**config.mk**
```make
export PLATFORM = sky130hd
export DESIGN_NAME = sdram_init_seq
export DESIGN_NICKNAME = d
export VERILOG_FILES = /design/src/rtl/sdram_init_pkg.sv /design/src/rtl/sdram_init_idle_timer.sv /design/src/rtl/sdram_init_decode.sv /design/src/rtl/sdram_init_tracker.sv /design/src/rtl/sdram_init_seq.sv
export SDC_FILE = /design/constraint.sdc
export NUM_CORES = 1
export LEC_CHECK = 0
export BUFFER_PORTS_ARGS = -buffer_cell sky130_fd_sc_hd__buf_4
export CAP_MARGIN = 20
export CORE_ASPECT_RATIO = 0.6
export CORE_MARGIN = 2
export CORE_UTILIZATION = 49
export DETAILED_ROUTE_END_ITERATION = 7
export PLACE_DENSITY_LB_ADDON = 0.2
export SKIP_LAST_GASP = 1
export SLEW_MARGIN = 20
export SYNTH_ARGS = -nofsm -noshare
export SYNTH_HDL_FRONTEND = slang
export SYNTH_SLANG_ARGS = --single-unit
```
**constraint.sdc**
```tcl
create_clock -name clk -period 3.2 [get_ports clk]
set_clock_uncertainty 0.2 [all_clocks]
set_input_delay 0.64 -clock clk [delete_from_list [all_inputs] [get_ports clk]]
set_output_delay 0.64 -clock clk [all_outputs]
set_load 0.01 [all_outputs]
```
**src/rtl/sdram_init_pkg.sv**
```systemverilog
package sdram_init_pkg;

   typedef enum logic [1:0] {
      CMD_NOP  = 2'd0,
      CMD_PALL = 2'd1,
      CMD_MRS  = 2'd2,
      CMD_AREF = 2'd3
   } sd_cmd_e;

   typedef struct packed {
      logic ras_n;
      logic cas_n;
      logic we_n;
   } sd_pins_t;

   // width of the offset field inside one area of the window
   localparam int OFF_W = 18;

   function automatic sd_pins_t cmd_pins(sd_cmd_e c);
      sd_pins_t p;
      case (c)
         CMD_PALL: p = '{ras_n: 1'b0, cas_n: 1'b1, we_n: 1'b0};
         CMD_MRS:  p = '{ras_n: 1'b0, cas_n: 1'b0, we_n: 1'b0};
         CMD_AREF: p = '{ras_n: 1'b0, cas_n: 1'b0, we_n: 1'b1};
         default:  p = '{ras_n: 1'b1, cas_n: 1'b1, we_n: 1'b1};
      endcase
      return p;
   endfunction

endpackage

```
**src/rtl/sdram_init_idle_timer.sv**
```systemverilog
module sdram_init_idle_timer #(
   parameter int CYCLES = 25000
) (
   input  logic clk,
   input  logic rst_n,
   output logic done
);
   localparam int CW = $clog2(CYCLES + 1);
   localparam logic [CW-1:0] LIMIT = CW'(CYCLES);

   logic [CW-1:0] cnt;

   always_ff @(posedge clk) begin
      if (!rst_n) begin
         cnt <= '0;
      end else if (cnt != LIMIT) begin
         cnt <= cnt + 1'b1;
      end
   end

   assign done = (cnt == LIMIT);
endmodule

```
**src/rtl/sdram_init_decode.sv**
```systemverilog
module sdram_init_decode
   import sdram_init_pkg::*;
#(
   parameter logic [31:0] WIN_BASE = 32'hFF90_0000,
   parameter bit          BUS64    = 1'b0,
   parameter int          SD_AW    = 13
) (
   input  logic [31:0]      addr,
   input  logic [1:0]       size,
   output logic             hit,
   output logic             area3,
   output logic             byte_ok,
   output logic             mode_ok,
   output logic [SD_AW-1:0] mode_addr
);
   logic [OFF_W-1:0] off;
   logic [OFF_W-1:0] word;
   logic             low_zero;

   assign off     = addr[OFF_W-1:0];
   assign hit     = (addr[31:OFF_W+1] == WIN_BASE[31:OFF_W+1]);
   assign area3   = addr[OFF_W];
   assign byte_ok = (size == 2'd0);

   generate
      if (BUS64) begin : g_bus64
         assign word     = {3'b000, off[OFF_W-1:3]};
         assign low_zero = (off[2:0] == 3'b000);
      end else begin : g_bus32
         assign word     = {2'b00, off[OFF_W-1:2]};
         assign low_zero = (off[1:0] == 2'b00);
      end
   endgenerate

   always_comb begin
      mode_ok = low_zero
             && (word[OFF_W-1:7] == '0)
             && (word[2:1] == 2'b01)      // burst 4 or 8
             && !word[3]                  // sequential wrap
             && !word[6]
             && (word[5:4] != 2'b00);     // latency 1..3
   end

   assign mode_addr = SD_AW'(word);
endmodule

```
**src/rtl/sdram_init_tracker.sv**
```systemverilog
module sdram_init_tracker
   import sdram_init_pkg::*;
#(
   parameter int MIN_REFRESH = 8
) (
   input  logic    clk,
   input  logic    rst_n,
   input  sd_cmd_e cmd,
   output logic    init_done
);
   localparam int RCW = $clog2(MIN_REFRESH + 1);
   localparam logic [RCW-1:0] RLIM = RCW'(MIN_REFRESH);

   typedef enum logic [1:0] {PH_PRE, PH_REF, PH_DONE} phase_e;

   phase_e        phase;
   logic [RCW-1:0] rcnt;

   always_ff @(posedge clk) begin
      if (!rst_n) begin
         phase <= PH_PRE;
         rcnt  <= '0;
      end else begin
         case (phase)
            PH_PRE: begin
               if (cmd == CMD_PALL) begin
                  phase <= PH_REF;
                  rcnt  <= '0;
               end
            end
            PH_REF: begin
               if (cmd == CMD_PALL) begin
                  rcnt <= '0;
               end else if (cmd == CMD_AREF) begin
                  if (rcnt != RLIM) rcnt <= rcnt + 1'b1;
               end else if (cmd == CMD_MRS && rcnt == RLIM) begin
                  phase <= PH_DONE;
               end
            end
            default: phase <= PH_DONE;
         endcase
      end
   end

   assign init_done = (phase == PH_DONE);
endmodule

```
**src/rtl/sdram_init_seq.sv**
```systemverilog
module sdram_init_seq
   import sdram_init_pkg::*;
#(
   parameter int          CLK_MHZ     = 125,
   parameter int          IDLE_US     = 200,
   parameter bit          BUS64       = 1'b0,
   parameter int          SD_AW       = 13,
   parameter int          MIN_REFRESH = 8,
   parameter int          PALL_BIT    = 10,
   parameter logic [31:0] WIN_BASE    = 32'hFF90_0000
) (
   input  logic             clk,
   input  logic             rst_n,
   input  logic             host_valid,
   input  logic [31:0]      host_addr,
   input  logic [1:0]       host_size,
   output logic             host_ready,
   input  logic             mrset,
   input  logic             ref_tick,
   output logic [1:0]       sd_cs_n,
   output logic             sd_ras_n,
   output logic             sd_cas_n,
   output logic             sd_we_n,
   output logic [SD_AW-1:0] sd_addr,
   output logic             init_done
);
   localparam int IDLE_CYCLES = IDLE_US * CLK_MHZ;
   localparam logic [SD_AW-1:0] PALL_WORD = SD_AW'(1) << PALL_BIT;

   generate
      if (SD_AW < 11) begin : g_bad_aw
         $error("SD_AW must be at least 11");
      end
      if (PALL_BIT >= SD_AW) begin : g_bad_pall
         $error("PALL_BIT must lie inside the address bus");
      end
      if (IDLE_CYCLES < 1) begin : g_bad_idle
         $error("idle wait must be at least one cycle");
      end
      if (MIN_REFRESH < 1) begin : g_bad_ref
         $error("MIN_REFRESH must be at least one");
      end
      if (WIN_BASE[OFF_W:0] != '0) begin : g_bad_base
         $error("WIN_BASE must be aligned to the two-area window");
      end
   endgenerate

   logic             idle_done;
   logic             hit, area3, byte_ok, mode_ok;
   logic [SD_AW-1:0] mode_addr;
   sd_cmd_e          nxt_cmd;
   logic [1:0]       nxt_cs;
   logic [SD_AW-1:0] nxt_addr;
   sd_pins_t         nxt_pins;
   logic             accept;

   sdram_init_idle_timer #(.CYCLES(IDLE_CYCLES)) u_idle (
      .clk  (clk),
      .rst_n(rst_n),
      .done (idle_done)
   );

   sdram_init_decode #(
      .WIN_BASE(WIN_BASE),
      .BUS64   (BUS64),
      .SD_AW   (SD_AW)
   ) u_dec (
      .addr     (host_addr),
      .size     (host_size),
      .hit      (hit),
      .area3    (area3),
      .byte_ok  (byte_ok),
      .mode_ok  (mode_ok),
      .mode_addr(mode_addr)
   );

   sdram_init_tracker #(.MIN_REFRESH(MIN_REFRESH)) u_trk (
      .clk      (clk),
      .rst_n    (rst_n),
      .cmd      (nxt_cmd),
      .init_done(init_done)
   );

   assign host_ready = idle_done && !ref_tick;
   assign accept     = host_valid && host_ready;

   always_comb begin
      nxt_cmd = CMD_NOP;
      if (idle_done && ref_tick) begin
         nxt_cmd = CMD_AREF;
      end else if (accept && hit && byte_ok) begin
         if (!mrset)       nxt_cmd = CMD_PALL;
         else if (mode_ok) nxt_cmd = CMD_MRS;
      end
   end

   always_comb begin
      nxt_pins = cmd_pins(nxt_cmd);
      case (nxt_cmd)
         CMD_AREF: begin nxt_cs = 2'b00; nxt_addr = '0; end
         CMD_PALL: begin nxt_cs = area3 ? 2'b01 : 2'b10; nxt_addr = PALL_WORD; end
         CMD_MRS:  begin nxt_cs = area3 ? 2'b01 : 2'b10; nxt_addr = mode_addr; end
         default:  begin nxt_cs = 2'b11; nxt_addr = '0; end
      endcase
   end

   always_ff @(posedge clk) begin
      if (!rst_n) begin
         sd_cs_n  <= 2'b11;
         sd_ras_n <= 1'b1;
         sd_cas_n <= 1'b1;
         sd_we_n  <= 1'b1;
         sd_addr  <= '0;
      end else begin
         sd_cs_n  <= nxt_cs;
         sd_ras_n <= nxt_pins.ras_n;
         sd_cas_n <= nxt_pins.cas_n;
         sd_we_n  <= nxt_pins.we_n;
         sd_addr  <= nxt_addr;
      end
   end
endmodule

```
==> impl_results.rst <==
.. list-table::
   :header-rows: 1

   * - Metric
     - Value
   * - Outcome
     - completed
   * - Number of synthesized flops with an enable pin
     - 0
   * - # fillers
     - 272
   * - Count of final setup violators
     - 0
   * - Worst voltage drop across the vdd grid
     - 0.247 mV
   * - Cell count after synthesis
     - 187
   * - Wire length of the first global-routing pass
     - 6780 um
   * - Count of final max-slew check failures
     - 0
   * - Post-Synthesis Mean Instance Area
     - 9.40 um2
   * - Clock latency at the later pin of the worst-skew pair
     - 0.29 ns
   * - Area of the die
     - 4100 um2
   * - Resize count post-CTS
     - 0
   * - Worst path slowest cell
     - sky130_fd_sc_hd__or4_4
   * - Top cells by area, synth
     - sky130_fd_sc_hd__dfxtp_1 (44%), sky130_fd_sc_hd__ha_1 (5.7%), sky130_fd_sc_hd__and3_1 (4.3%), sky130_fd_sc_hd__xnor2_1 (4.0%), sky130_fd_sc_hd__and2_1 (3.6%)
   * - Maximum number of pins on one net before global-route repair
     - 37
   * - Synth cell types
     - 39
   * - Leakage power summed over all cells
     - 1.03 nW
   * - Slew @ Worst Pin
     - 0.457 ns
   * - Crit path arrival time
     - 3.10 ns
   * - Detailed placer's ending HPWL
     - 3290 um
   * - Design Area, Final
     - 2360 um2
   * - Vertical extent of the die
     - 50.4 um
   * - Antenna violations before repair
     - 0
   * - Share of async-settable or async-resettable flops after synthesis
     - 0%
   * - Endpoint type of the worst setup path
     - flop
   * - Cells traversed along the worst timing path
     - buf_4, nand4b_1, or4_4, nor4_4, o21ai_0, ha_1, inv_1, o21ai_0, or4_1, nand2_1
   * - CORE AREA
     - 3340 um2
   * - Placement Setup Slack
     - -0.116 ns
   * - Number of DRC violations after detailed routing
     - 0
   * - Number of detailed-route iterations in the first pass
     - 4
   * - Hold-fix buffers, CTS
     - 0
   * - Fin crit period
     - 3.07 ns
   * - Placed instance area
     - 2270 um2
   * - Synthesized cell area
     - 1760 um2
   * - FF+latch count, synth
     - 39
   * - Top achievable clock speed
     - 326 MHz
   * - Die Wd
     - 81.3 um
   * - Req. time, crit path
     - 3.23 ns
   * - Period utilisation layout
     - 95.9%
   * - Share of final-layout standard cells stronger than drive strength 1
     - 29.4%
   * - Number of nets in the finished design
     - 299
   * - Worst Hold Margin
     - 0.296 ns
   * - Path class of the lowest-slack min-delay path
     - flop to flop
   * - Synth area leader
     - sky130_fd_sc_hd__dfxtp_1
   * - Power density of the placed cells
     - 376 nW/um2
   * - Most used DFF post-synth
     - sky130_fd_sc_hd__dfxtp_1
   * - Total via count after detailed routing
     - 1587
   * - Peak per-stage delay on the critical path
     - 0.58 ns
   * - Critical path launch point type
     - primary input
   * - Wire length reported by the detailed router
     - 4260 um
   * - Routed length per instance
     - 14.4 um
   * - Minimum setup slack in the final design
     - 0.130 ns
   * - Growth of design area from synthesis to finish
     - 34.2%
   * - Worst rel slew slack
     - 69.4%
   * - Fin Setup TNS
     - 0 ns
   * - GPL Wtd Cong
     - 0.781
   * - Start-to-end type of the worst setup path
     - primary input to flop
   * - Total global routing overflow
     - 0
   * - Clock slew seen by the registers of the worst setup and hold paths
     - 0.08 ns
   * - Vias per cell
     - 5.34
   * - Final hold violation count
     - 0
   * - H-tree lvl count
     - 2
   * - CTS Root Cell
     - sky130_fd_sc_hd__clkbuf_8
   * - Number of buffers created by CTS
     - 5
   * - Starting density of the core
     - 52.6%
   * - Via count of the first global-routing pass
     - 1432
   * - Quantity of I/O buffers inserted on ports
     - 58
   * - Commonest cells after routing, fill and taps aside
     - sky130_fd_sc_hd__buf_4 (64), sky130_fd_sc_hd__dfxtp_1 (39), sky130_fd_sc_hd__nand2_1 (15)
   * - Number of setup buffers added after CTS
     - 0
   * - CP dominant cell by count
     - sky130_fd_sc_hd__o21ai_0
   * - Remaining number of nets flagged by the antenna check after routing
     - 0
   * - Maximum clock path buffer count
     - 2
   * - Synth top area share
     - 44.4%
   * - Number of diodes added for antenna fixing
     - 0
   * - Total power draw
     - 887 uW
   * - TritonCTS clock tree
     - built
   * - Number of max-cap violations
     - 0
   * - Number of synthesis warnings
     - 0
   * - Clock Sinks
     - 39
   * - Synthesized net count
     - 234
   * - I/O pin total
     - 59
   * - Total global-route track usage
     - 22.4%
   * - Setup repair after global routing missed its margin
     - false
   * - Largest driver fanout on the critical path
     - 4
   * - Most frequent standard cell in the layout excluding fill and tap cells
     - sky130_fd_sc_hd__buf_4
   * - Share of the yosys chip area belonging to registers
     - 44.4%
   * - Violation count after the first detailed-route iteration
     - 95
   * - Row count
     - 16
[layout make-up]
class / count / area, um2 / share of cell area [%]
Multi-Input combinational cell: 133 / 920 / 39.0
Sequential cell: 39 / 781 / 33.1
Timing Repair Buffer: 64 / 480 / 20.4
Clock buffer: 6 / 82.6 / 3.50
Tap cell: 45 / 56.3 / 2.39
Inverter: 9 / 33.8 / 1.43
Clock inverter: 1 / 5.00 / 0.212
[flip-flops by register name, indices dropped and copies added, names as in the netlist]
signal / flops
u_trk.phase: 2
sd_we_n: 1
u_idle.cnt: 15
sd_ras_n: 1
sd_cas_n: 1
u_trk.rcnt: 4
sd_addr: 13
sd_cs_n: 2
[kinds of logic after synthesis]
kind of cell	Yosys count	share of synthesized area, %
muxes	1	0.569
AOI/OAI and AO/OA	26	9.32
DFF	39	44.4
adders and majority gates	8	5.69
xor gates and xnor gates	10	4.98
and+or+nand+nor	88	31.7
buffers and inverters	15	3.27
[per-layer routing]
metal	global-route usage, %	part of all wire [%]	up-vias	wire length, um
met5	0	0	-	0
li1	-	-	797	-
met2	31.7	43	55	1830
met1	32.3	48	728	2050
met4	7.91	1.5	0	65
met3	6.29	7.4	7	317
[cells in the mapped netlist, drive strengths merged, types with 6 or more instances]
library cell,count
nor4,6
and2,10
and3,12
nand2,15
dfxtp,39
inv,9
nand4,7
o21ai,9
ha,8
xnor2,8
[where the power goes]
| part | leakage [nW] | switching (mW) | internal, mW |
|---|---|---|---|
| sequential | 0.315 | 0.00423 | 0.488 |
| combinational | 0.664 | 0.0249 | 0.0402 |
| clock | 0.0470 | 0.160 | 0.169 |
[worst paths after layout]
check                               startpoint        endpoint  slack [ns]  cells after the start
worst max register to register   u_idle.cnt[0]   u_trk.rcnt[2]        0.37                     10
worst min-delay path            u_idle.cnt[14]  u_idle.cnt[14]        0.30                      2
worst min register to register  u_idle.cnt[14]  u_idle.cnt[14]        0.30                      2
worst max-delay path              host_size[0]   u_trk.rcnt[2]        0.13                     10
[critical path, delay by kind of cell]
family                     cells  cell delay [ns]
AOI/OAI and AO/OA              2             0.30
adders and majority gates      1             0.26
buffers and inverters          2             0.20
and+or+nand+nor                5             1.69
[through the flow]
| stage | std cells | utilization [%] |
|---|---|---|
| global placement | 290 | 67.9 |
| detailed placement | 290 | 67.9 |
| floorplan | 187 | - |
| CTS | 297 | 70.5 |
| finish | 297 | 70.5 |
| global route | 297 | 70.5 |
Power figures use the tool's default switching activity.
